File: src/rtl/srx_pkg.sv
package srx_pkg;

   localparam int DATA_W = 8;

   typedef enum logic [1:0] {
      PAR_ODD   = 2'b00,
      PAR_EVEN  = 2'b01,
      PAR_MARK  = 2'b10,
      PAR_SPACE = 2'b11
   } par_mode_e;

   typedef enum logic [2:0] {
      ST_IDLE,
      ST_START,
      ST_DATA,
      ST_PAR,
      ST_STOP1,
      ST_STOP2
   } rx_state_e;

   typedef struct packed {
      logic              ovr;
      logic              ferr;
      logic              perr;
      logic [DATA_W-1:0] data;
   } rx_entry_t;

endpackage

File: src/rtl/srx_sync.sv
module srx_sync #(
   parameter int STAGES = 2
) (
   input  logic clk,
   input  logic rst_n,
   input  logic d,
   output logic q
);

   initial assert (STAGES >= 0 && STAGES <= 4)
      else $error("srx_sync: STAGES out of range");

   generate
      if (STAGES == 0) begin : g_pass
         assign q = d;
      end else if (STAGES == 1) begin : g_one
         logic r;
         always_ff @(posedge clk or negedge rst_n) begin
            if (!rst_n) r <= 1'b1;
            else        r <= d;
         end
         assign q = r;
      end else begin : g_chain
         logic [STAGES-1:0] r;
         always_ff @(posedge clk or negedge rst_n) begin
            if (!rst_n) r <= '1;
            else        r <= {r[STAGES-2:0], d};
         end
         assign q = r[STAGES-1];
      end
   endgenerate

endmodule

File: src/rtl/srx_framer.sv
module srx_framer
   import srx_pkg::*;
#(
   parameter int OSR = 16
) (
   input  logic              clk,
   input  logic              rst_n,
   input  logic              tick,
   input  logic              rx,
   input  logic [1:0]        cfg_len,
   input  logic              cfg_par_en,
   input  logic [1:0]        cfg_par_mode,
   input  logic              cfg_stop_ext,
   output logic              chr_valid,
   output logic [DATA_W-1:0] chr_data,
   output logic              chr_perr,
   output logic              chr_ferr
);

   localparam int CW    = $clog2(OSR + 1);
   localparam int MID   = OSR / 2;
   localparam int HALF3 = (OSR * 3) / 4;

   initial assert (OSR >= 4 && (OSR % 4) == 0)
      else $error("srx_framer: OSR must be a multiple of 4, at least 4");

   rx_state_e         st;
   logic [CW-1:0]     cnt;
   logic [2:0]        idx;
   logic [DATA_W-1:0] shreg;
   logic              par_acc;
   logic              perr_r;
   logic              ferr_r;
   logic              exp_par;
   logic [2:0]        last_idx;
   logic [CW-1:0]     stop2_tgt;

   assign last_idx  = 3'd4 + {1'b0, cfg_len};
   assign stop2_tgt = (cfg_len == 2'b00) ? CW'(HALF3) : CW'(OSR);

   always_comb begin
      case (par_mode_e'(cfg_par_mode))
         PAR_ODD:   exp_par = ~par_acc;
         PAR_EVEN:  exp_par = par_acc;
         PAR_MARK:  exp_par = 1'b1;
         default:   exp_par = 1'b0;
      endcase
   end

   always_ff @(posedge clk or negedge rst_n) begin
      if (!rst_n) begin
         st        <= ST_IDLE;
         cnt       <= '0;
         idx       <= '0;
         shreg     <= '0;
         par_acc   <= 1'b0;
         perr_r    <= 1'b0;
         ferr_r    <= 1'b0;
         chr_valid <= 1'b0;
         chr_data  <= '0;
         chr_perr  <= 1'b0;
         chr_ferr  <= 1'b0;
      end else begin
         chr_valid <= 1'b0;
         if (tick) begin
            case (st)
               ST_IDLE: begin
                  if (!rx) begin
                     st  <= ST_START;
                     cnt <= CW'(1);
                  end
               end
               ST_START: begin
                  if (cnt == CW'(MID)) begin
                     if (rx) begin
                        st <= ST_IDLE;
                     end else begin
                        st      <= ST_DATA;
                        cnt     <= CW'(1);
                        idx     <= '0;
                        shreg   <= '0;
                        par_acc <= 1'b0;
                        perr_r  <= 1'b0;
                        ferr_r  <= 1'b0;
                     end
                  end else begin
                     cnt <= cnt + CW'(1);
                  end
               end
               ST_DATA: begin
                  if (cnt == CW'(OSR)) begin
                     shreg[idx] <= rx;
                     par_acc    <= par_acc ^ rx;
                     cnt        <= CW'(1);
                     if (idx == last_idx) st <= cfg_par_en ? ST_PAR : ST_STOP1;
                     else                 idx <= idx + 3'd1;
                  end else begin
                     cnt <= cnt + CW'(1);
                  end
               end
               ST_PAR: begin
                  if (cnt == CW'(OSR)) begin
                     perr_r <= (rx != exp_par);
                     cnt    <= CW'(1);
                     st     <= ST_STOP1;
                  end else begin
                     cnt <= cnt + CW'(1);
                  end
               end
               ST_STOP1: begin
                  if (cnt == CW'(OSR)) begin
                     cnt <= CW'(1);
                     if (cfg_stop_ext) begin
                        ferr_r <= !rx;
                        st     <= ST_STOP2;
                     end else begin
                        chr_valid <= 1'b1;
                        chr_data  <= shreg;
                        chr_perr  <= perr_r;
                        chr_ferr  <= !rx;
                        st        <= ST_IDLE;
                     end
                  end else begin
                     cnt <= cnt + CW'(1);
                  end
               end
               ST_STOP2: begin
                  if (cnt == stop2_tgt) begin
                     chr_valid <= 1'b1;
                     chr_data  <= shreg;
                     chr_perr  <= perr_r;
                     chr_ferr  <= ferr_r | !rx;
                     st        <= ST_IDLE;
                  end else begin
                     cnt <= cnt + CW'(1);
                  end
               end
               default: st <= ST_IDLE;
            endcase
         end
      end
   end

   // the sampler only moves on oversample ticks
   a_r11_hold_without_tick: assert property (@(posedge clk) disable iff (!rst_n)
      !tick |=> $stable(st));

   // a finished character is reported for exactly one cycle
   a_r6_single_pulse: assert property (@(posedge clk) disable iff (!rst_n)
      chr_valid |=> !chr_valid);

   // characters are only reported after a stop-bit check
   a_r4_done_after_stop: assert property (@(posedge clk) disable iff (!rst_n)
      $rose(chr_valid) |-> ($past(st) == ST_STOP1 || $past(st) == ST_STOP2));

endmodule

File: src/rtl/srx_fifo.sv
module srx_fifo #(
   parameter int DEPTH = 16,
   parameter int W     = 11
) (
   input  logic         clk,
   input  logic         rst_n,
   input  logic         wr_en,
   input  logic [W-1:0] wr_data,
   input  logic         rd_en,
   output logic [W-1:0] rd_data,
   output logic         empty,
   output logic         full
);

   localparam int AW = $clog2(DEPTH);
   localparam int CW = $clog2(DEPTH + 1);

   initial assert (DEPTH >= 2 && (DEPTH & (DEPTH - 1)) == 0)
      else $error("srx_fifo: DEPTH must be a power of two, at least 2");

   logic [W-1:0]  mem [DEPTH];
   logic [AW-1:0] wptr;
   logic [AW-1:0] rptr;
   logic [CW-1:0] count;

   assign empty   = (count == '0);
   assign full    = (count == CW'(DEPTH));
   assign rd_data = mem[rptr];

   always_ff @(posedge clk) begin
      if (wr_en) mem[wptr] <= wr_data;
   end

   always_ff @(posedge clk or negedge rst_n) begin
      if (!rst_n) begin
         wptr  <= '0;
         rptr  <= '0;
         count <= '0;
      end else begin
         if (wr_en) wptr <= wptr + AW'(1);
         if (rd_en) rptr <= rptr + AW'(1);
         case ({wr_en, rd_en})
            2'b10:   count <= count + CW'(1);
            2'b01:   count <= count - CW'(1);
            default: count <= count;
         endcase
      end
   end

   // no write past full unless a read frees a slot
   a_r6_no_overflow: assert property (@(posedge clk) disable iff (!rst_n)
      (wr_en && full) |-> rd_en);

   // no read from an empty queue
   a_r6_no_underflow: assert property (@(posedge clk) disable iff (!rst_n)
      rd_en |-> !empty);

endmodule

File: src/rtl/srx_receiver.sv
module srx_receiver
   import srx_pkg::*;
#(
   parameter int DEPTH       = 16,
   parameter int OSR         = 16,
   parameter int SYNC_STAGES = 2
) (
   input  logic       clk,
   input  logic       rst_n,
   input  logic       os_tick,
   input  logic       rx_in,
   input  logic [1:0] cfg_len,
   input  logic       cfg_par_en,
   input  logic [1:0] cfg_par_mode,
   input  logic       cfg_stop_ext,
   input  logic       rd_en,
   output logic [7:0] rd_data,
   output logic       rd_perr,
   output logic       rd_ferr,
   output logic       rd_oerr,
   output logic       data_ready,
   input  logic       sts_rd,
   output logic       err_parity,
   output logic       err_framing,
   output logic       err_overrun,
   output logic       irq
);

   localparam int EW = $bits(rx_entry_t);

   logic              rx_s;
   logic              chr_valid;
   logic [DATA_W-1:0] chr_data;
   logic              chr_perr;
   logic              chr_ferr;
   logic              q_empty;
   logic              q_full;
   logic              pop;
   logic              push;
   logic              drop;
   logic              ovr_pend;
   rx_entry_t         wr_e;
   rx_entry_t         rd_e;
   logic [EW-1:0]     rd_raw;

   srx_sync #(.STAGES(SYNC_STAGES)) u_sync (
      .clk   (clk),
      .rst_n (rst_n),
      .d     (rx_in),
      .q     (rx_s)
   );

   srx_framer #(.OSR(OSR)) u_framer (
      .clk          (clk),
      .rst_n        (rst_n),
      .tick         (os_tick),
      .rx           (rx_s),
      .cfg_len      (cfg_len),
      .cfg_par_en   (cfg_par_en),
      .cfg_par_mode (cfg_par_mode),
      .cfg_stop_ext (cfg_stop_ext),
      .chr_valid    (chr_valid),
      .chr_data     (chr_data),
      .chr_perr     (chr_perr),
      .chr_ferr     (chr_ferr)
   );

   assign pop  = rd_en && !q_empty;
   assign push = chr_valid && (!q_full || pop);
   assign drop = chr_valid && !push;

   assign wr_e.ovr  = ovr_pend;
   assign wr_e.ferr = chr_ferr;
   assign wr_e.perr = chr_perr;
   assign wr_e.data = chr_data;

   srx_fifo #(.DEPTH(DEPTH), .W(EW)) u_fifo (
      .clk     (clk),
      .rst_n   (rst_n),
      .wr_en   (push),
      .wr_data (wr_e),
      .rd_en   (pop),
      .rd_data (rd_raw),
      .empty   (q_empty),
      .full    (q_full)
   );

   assign rd_e       = rx_entry_t'(rd_raw);
   assign rd_data    = rd_e.data;
   assign rd_perr    = rd_e.perr;
   assign rd_ferr    = rd_e.ferr;
   assign rd_oerr    = rd_e.ovr;
   assign data_ready = !q_empty;

   always_ff @(posedge clk or negedge rst_n) begin
      if (!rst_n) begin
         ovr_pend    <= 1'b0;
         err_parity  <= 1'b0;
         err_framing <= 1'b0;
         err_overrun <= 1'b0;
      end else begin
         if (drop)      ovr_pend <= 1'b1;
         else if (push) ovr_pend <= 1'b0;
         err_parity  <= (err_parity  && !sts_rd) || (chr_valid && chr_perr);
         err_framing <= (err_framing && !sts_rd) || (chr_valid && chr_ferr);
         err_overrun <= (err_overrun && !sts_rd) || drop;
      end
   end

   assign irq = data_ready || err_parity || err_framing || err_overrun;

   // the queue only becomes non-empty after a finished character
   a_r8_ready_from_char: assert property (@(posedge clk) disable iff (!rst_n)
      $rose(data_ready) |-> $past(chr_valid));

   // a discarded character raises the overrun flag
   a_r7_overrun_flag: assert property (@(posedge clk) disable iff (!rst_n)
      drop |=> err_overrun);

   // flags hold until a status read
   a_r10_parity_sticky: assert property (@(posedge clk) disable iff (!rst_n)
      (err_parity && !sts_rd) |=> err_parity);

   a_r10_framing_sticky: assert property (@(posedge clk) disable iff (!rst_n)
      (err_framing && !sts_rd) |=> err_framing);

   // a status read with no event clears every flag
   a_r10_clear: assert property (@(posedge clk) disable iff (!rst_n)
      (sts_rd && !chr_valid) |=> (!err_parity && !err_framing && !err_overrun));

   // interrupt covers data ready
   a_r9_irq_on_ready: assert property (@(posedge clk) disable iff (!rst_n)
      data_ready |-> irq);

endmodule

File: config.mk
export PLATFORM = sky130hd
export DESIGN_NAME = srx_receiver
export DESIGN_NICKNAME = d
export VERILOG_FILES = /design/src/rtl/srx_pkg.sv /design/src/rtl/srx_sync.sv /design/src/rtl/srx_framer.sv /design/src/rtl/srx_fifo.sv /design/src/rtl/srx_receiver.sv
export SDC_FILE = /design/constraint.sdc
export NUM_CORES = 1
export LEC_CHECK = 0
export ABC_AREA = 1
export ABC_CLOCK_PERIOD_IN_PS = 2700
export BUFFER_PORTS_ARGS = -buffer_cell sky130_fd_sc_hd__clkbuf_2
export CORE_MARGIN = 3
export CORE_UTILIZATION = 60
export CTS_BUF_LIST = sky130_fd_sc_hd__clkbuf_2
export CTS_CLUSTER_SIZE = 28
export DETAILED_ROUTE_END_ITERATION = 10
export PLACE_DENSITY = 0.86
export SETUP_SLACK_MARGIN = 0.15
export SLEW_MARGIN = 20
export SYNTH_ARGS = -nofsm -noshare
export SYNTH_HDL_FRONTEND = slang
export SYNTH_HIERARCHICAL = 1
export SYNTH_SLANG_ARGS = --single-unit
File: constraint.sdc
create_clock -name clk -period 2.7 [get_ports clk]
set_clock_uncertainty 0.15 [all_clocks]
set_input_delay 0 -clock clk [delete_from_list [all_inputs] [get_ports clk]]
set_output_delay 0 -clock clk [all_outputs]
set_load 0.05 [all_outputs]
# Yosys cells after proc, flatten, opt, wreduce, memory -nomap -nowiden
# Memories as Yosys holds them, arrays and structs flattened.
# Cells that the tools add are included.
[word_totals] ramBits=176 ff_bits=52 output_inout_bits=16 in_bits=12 word_cells=160 memories=1
[op_classes] mux=61 eq_ne=27 n_addsub=7 bitwise_logic=3 magnitude_cmp=2 n_reduce_logical=40
[mem_list] name="u_fifo.mem" depth=16 word_bits=11 read_ports=1 rd_ports_with_merged_regs=0 wr=1 line="srx_fifo.sv:21" rtl="logic [W-1:0] mem [DEPTH];"
[ops] cell="$mux W8" n=6
[ops] cell="$mux W3" n=13
[ops] cell="$pmux W8 S2" n=2
[ops] cell="$mux W5" n=5
[ops] cell="$mux W1" n=21
[ops] cell="$pmux W5 S4" n=1
[ops] cell="$pmux W3 S6" n=1
[ops] cell="$reduce_and A5 Y1" n=3
[ops] cell="$ne A2 B1 Y1 const B" n=6
[ops] cell="$ne A2 B2 Y1 const B" n=6
[ops] cell="$pmux W1 S2" n=6
[ops] cell="$reduce_and A6 Y1" n=2
[ops] cell="$reduce_bool A2 Y1" n=6
[ops] cell="$add A5 B1 Y5 const B" n=2
[ops] cell="$eq A5 B5 Y1 const B" n=2
[ops] cell="$pmux W5 S2" n=1
[ops] cell="$logic_and A1 B1 Y1" n=9
[ops] cell="$add A4 B1 Y4 const B" n=2
[ops] cell="$bwmux W8" n=1
[ops] cell="$reduce_and A8 Y1" n=1
[ops] cell="$logic_or A1 B1 Y1" n=7
[ops] cell="$eq A3 B2 Y1 const B" n=2
[ops] cell="$eq A3 B3 Y1 const B" n=2
[ops] cell="$pmux W3 S2" n=1
[ops] cell="25 further kinds" n=32

# Longest topological paths before layout
[logic_depth] depth_word=8 ltp_mapped=20 depth_no_buf=19

# By module
# Netlist, hierarchy kept.
[by_module_without_submodules] module="srx_fifo" seq_area_each_um2=5610.4 cells_each=670 area_per_inst_um2=8023.9 instances=1
[by_module_without_submodules] module="srx_framer" seq_area_each_um2=825.8 cells_each=291 area_per_inst_um2=1956.9 instances=1
[by_module_without_submodules] module="srx_receiver" seq_area_each_um2=100.1 cells_each=22 area_per_inst_um2=190.2 instances=1
[by_module_without_submodules] module="srx_sync" seq_area_each_um2=52.6 cells_each=2 area_per_inst_um2=52.6 instances=1

# Worst setup path after synthesis
# Ideal clock, no wire load.
[synth_timing] kind="register -> register" startpoint="register u_fifo.count[0]" endpoint="register u_fifo.count[4]" period_less_slack_ns=2.608 setup_time_ns=0.117 t_required_ns=2.433 n_path_buf=1 t_arrival_ns=2.340 setup_slack_ns=0.092 path_stages_with_launch=21 cell_sequence="dfrtp_1 -> nor2_1 -> nand2_1 -> nor2_1 -> inv_2 -> nand2_4 -> a21oi_1 -> clkbuf_1 -> inv_1 -> ha_1 -> nand2_1 -> inv_1 -> nor2_1 -> ha_1 -> inv_1 -> nand2_1 -> nand3_1 -> nand2_1 -> nand2_1 -> nand3_1 -> nand2_1"
[synth_via] elab_chain_cells=7 elab_cells_between_ends=13 classes_between="2 x add/sub; 3 x eq/ne; 1 x mux; 7 x reduce/logical"
[synth_rtl] element="start, declared" line="srx_fifo.sv:24" rtl="logic [CW-1:0] count;"
[synth_rtl] element="start signal, assigned" line="srx_fifo.sv:43" rtl="2'b10: count <= count + CW'(1);"
[synth_rtl] element="start signal, assigned" line="srx_fifo.sv:44" rtl="2'b01: count <= count - CW'(1);"
[synth_rtl] element="start signal, assigned" line="srx_fifo.sv:45" rtl="default: count <= count;"
[synth_rtl] element="$logic_not A5 Y1 (*)" line="srx_fifo.sv:26" rtl="assign empty = (count == '0);"
[synth_rtl] element="net q_empty" line="srx_receiver.sv:36" rtl="logic q_empty;"
[synth_rtl] element="$logic_not A1 Y1 (*)"
[synth_rtl] element="net data_ready" line="srx_receiver.sv:21" rtl="output logic data_ready,"
[synth_rtl] element="$logic_and A1 B1 Y1 (*)" line="srx_receiver.sv:68" rtl="assign pop = rd_en && !q_empty;"
[synth_rtl] element="$logic_or A1 B1 Y1 (*)" line="srx_receiver.sv:69" rtl="assign push = chr_valid && (!q_full || pop);"
[synth_rtl] element="$logic_and A1 B1 Y1 (*)" line="srx_receiver.sv:69"
[synth_rtl] element="net push" line="srx_receiver.sv:39" rtl="logic push;"
[synth_rtl] element="$eq A2 B1 Y1 or $eq A2 B2 Y1 (tied branches)" line="srx_fifo.sv:42" rtl="case ({wr_en, rd_en})"
[synth_rtl] element="$pmux W5 S2 or $reduce_bool A2 Y1 (tied branches)"
# Mark *: on every way through the listed nets, which the timed path passes. The rest lies on a longest branch.
# A chain may end at the register's enable or synchronous reset.

# Final worst setup path
[layout_timing] startpoint="register u_fifo.rptr[0]" endpoint="output port rd_data[2]"
[layout_via] elab_chain_cells=1
[layout_rtl] element="start, declared" line="srx_fifo.sv:23" rtl="logic [AW-1:0] rptr;"
[layout_rtl] element="start signal, assigned" line="srx_fifo.sv:41" rtl="if (rd_en) rptr <= rptr + AW'(1);"
[layout_rtl] element="$mem_v2 Z16 W11"
[layout_rtl] element="end, declared" line="srx_receiver.sv:17" rtl="output logic [7:0] rd_data,"
# No other way between the ends.

==> run summary <==
status: finished clean
worst reg-to-reg setup slack: 0.26 ns
first-pass GRT wire length: 40.6 mm
CP Capture Point: rd_data[2]
required time worst endpoint: 2.55 ns
CP max stage delay: 0.53 ns
clock tree sinks: 228
vias in the first global route: 7776
post-synthesis instance area: 0.0102 mm2
CTS Buf Count: 55
core area: 0.0166 mm2
top_reg_cell synth: edfxtp_1
Die ar.: 0.0186 mm2
register bit count reported by yosys: 228
largest net degree at the start of global routing: 39
initial antenna violation count: 0
placed cell areas: 0.0106 mm2
most common cell after layout, fill and taps aside: nand2_1
GRT Overall Usage: 28.7%
Worst path slowest cell: dfrtp_4
worst slew pin tran: 0.619 ns
fraction of the cycle the final worst path needs: 98.4%
WHS: 0.0927 ns
Synth Instances: 985
# setup viols final: 0
synth unique cells: 34
# H-tree levels: 2
RSZ-0062 raised after global routing: yes
register area share after synthesis: 64.4%
critical path class: register to output pin
Reg2Reg Depth: 11
clk root buf: clkbuf_2
Clock Path Buffers: 3
area grow syn2layout: 20.4%
Worst Path Max Fanout: 25
relative slew slack: 58.8%
crit-path cells: buf_8 -> clkinv_16 -> nor2_1 -> nor2_1 -> o21ai_2 -> nand3_1 -> nand3_2 -> nand2_2 -> buf_8
final hold viol count: 0
Async S/R FF share, synth: 22.8%
max-capacitance violation count: 0
TritonRoute pass-1 iters: 6
CTS tree: built
Post-Syn Area per Cell: 10.4 um2
Synthesized Nets: 1009
worst skew pair latency: 0.83 ns
r2r startpoint: u_framer/cnt[0]$_DFFE_PN0P_
pins over their slew limit: 0
antenna cells: 0
total gr overflow: 0
Site Rows: 47
Starting DRT DRC Count: 993
Total Nets Final: 1137
drt drc: 0
clock-pin slew on the worst setup and hold paths: 0.09 ns
Post-synth EDFFs: 176
Initial Utilization: 61.4%
commonest non-fill, non-tap cells in the layout: 195 x nand2_1, 176 x edfxtp_1, 141 x nor2_1
placer congestion estimate: 0.902
VDD IR max: 0.00105 V
post-DP HPWL: 13.3 mm
critical path endpoint category: output pin
Detailed Route WL: 27.8 mm
ANT nets after route: 0
Via-to-Cell Ratio: 5.92
Worst EP arrival: 2.51 ns
final design utilization: 74.0%
synth warn: 6
die height: 137 um
Lkg Pwr: 5.10 nW
min Tclk post-route: 2.66 ns
Die W: 137 um
final instance area: 0.0123 mm2
fmax: 377 MHz
I/O pin total: 28
IO Port Bufs: 27
worst reg2reg path endpoint: u_framer/perr_r$_DFFE_PN0P_
Hold Path Class: input port to register
origin of the worst setup path: u_fifo/rptr[0]$_DFFE_PN0P_
via count: 8170
total power: 12.6 mW
layout cell share with drive strength beyond 1: 24.1%
PwrDens: 1020 mW/mm2
Routed wire per std cell: 20.1 um
kind of start point of the critical path: register
-- what timing repair did --
item,4_1_cts,5_1_grt
resized for setup,73,97
setup buffers,10,7
pin swaps,35,52
endpoints found under the hold margin,215,0
hold buffers,23,0
endpoints found under the setup margin,11,27
cloned,8,3
-- cells by family after synthesis --
| logic type | Yosys count | synth area share [%] |
|---|---|---|
| compound gates | 127 | 7.93 |
| flops | 228 | 64.4 |
| xor+xnor | 14 | 1.20 |
| fa+ha+maj | 12 | 1.47 |
| buf+inv | 123 | 5.69 |
| simple gates | 481 | 19.3 |
-- layer usage --
layer / GRT usage (%) / share of wire [%]
met1: 35.7 / 35
met2: 49.2 / 51
met3: 6.25 / 10
met4: 11.4 / 3.6
met5: 0 / 0
-- worst max-delay path, delay by kind of cell (launching register included) --
| family | cells | cell delay (ns) |
|---|---|---|
| AND/OR/NAND/NOR | 5 | 0.62 |
| flip-flops | 1 | 0.53 |
| buffers and inverters | 3 | 0.38 |
| AO/OA/AOI/OAI | 1 | 0.14 |
-- state kept, by name, indices dropped and copies added (netlist names), 2 cells and up --
name               count
u_framer/st            3
u_fifo/wptr            4
u_sync/g_chain.r       2
u_fifo/mem           176
u_framer/idx           3
u_framer/cnt           5
u_fifo/rptr            4
u_framer/chr_data      8
u_fifo/count           5
u_framer/shreg         8
-- how the worst min path moves through the flow --
stage / to / slack (ns) / cells past startpoint / from
2_1_floorplan: err_framing$_DFF_PN0_ / -0.45 / 0 / rst_n
3_3_place_gp: u_sync/g_chain.r[0]$_DFF_PN1_ / -0.06 / 1 / rx_in
3_5_place_dp: u_sync/g_chain.r[0]$_DFF_PN1_ / -0.06 / 1 / rx_in
5_1_grt: u_framer/st[0]$_DFFE_PN0P_ / 0.08 / 6 / cfg_stop_ext
6_report: u_framer/st[0]$_DFFE_PN0P_ / 0.09 / 6 / cfg_stop_ext
4_1_cts: u_framer/st[0]$_DFFE_PN0P_ / 0.02 / 6 / cfg_stop_ext
-- report_power, final --
group / internal (mW) / leakage (nW) / switching [mW] / total [mW]
Combinational: 2.28 / 2.57 / 3.61 / 5.89
Sequential: 4.00 / 2.13 / 0.366 / 4.37
Clock: 0.924 / 0.396 / 1.39 / 2.32
Total: 7.20 / 5.10 / 5.37 / 12.6
-- synthesized netlist by cell type (2+ instances only) --
cell	number	area, um2
nand3_1	86	430
buf_1	2	7.51
clkbuf_2	2	10.0
dfrtp_1	50	1250
buf_6	12	135
edfxtp_1	176	5290
o21ai_0	75	375
o21ai_1	5	25.0
dfstp_2	2	52.6
o21bai_1	4	30.0
inv_2	6	22.5
o211ai_1	17	128
o211ai_2	16	200
a21oi_1	9	45.0
xor2_1	10	87.6
buf_2	14	70.1
nand2_1	209	785
buf_4	2	15.0
nor2_1	167	627
xnor2_1	4	35.0
inv_1	75	282
clkbuf_1	8	30.0
nand4_1	12	75.1
ha_1	12	150
-- final cells by class --
cell class | count | area (um2)
repair inverters | 2 | 25.0
well taps | 220 | 275
clock buffers | 83 | 415
inverters | 83 | 344
clock inverters | 20 | 109
multi-input cells | 634 | 3340
repair buffers | 109 | 1200
fillers | 984 | 4330
flip-flops and latches | 228 | 6600
-- stage by stage --
stage	setup slack, ns	setup TNS, ns	std cells
floorplan	0.198	0	985
finish	0.0441	0	1379
CTS	0.107	0	1369
detailed placement	0.236	0	1225
global placement	0.296	0	1225
global route	-0.0759	-0.179	1379
Power figures use the tool's default switching activity.
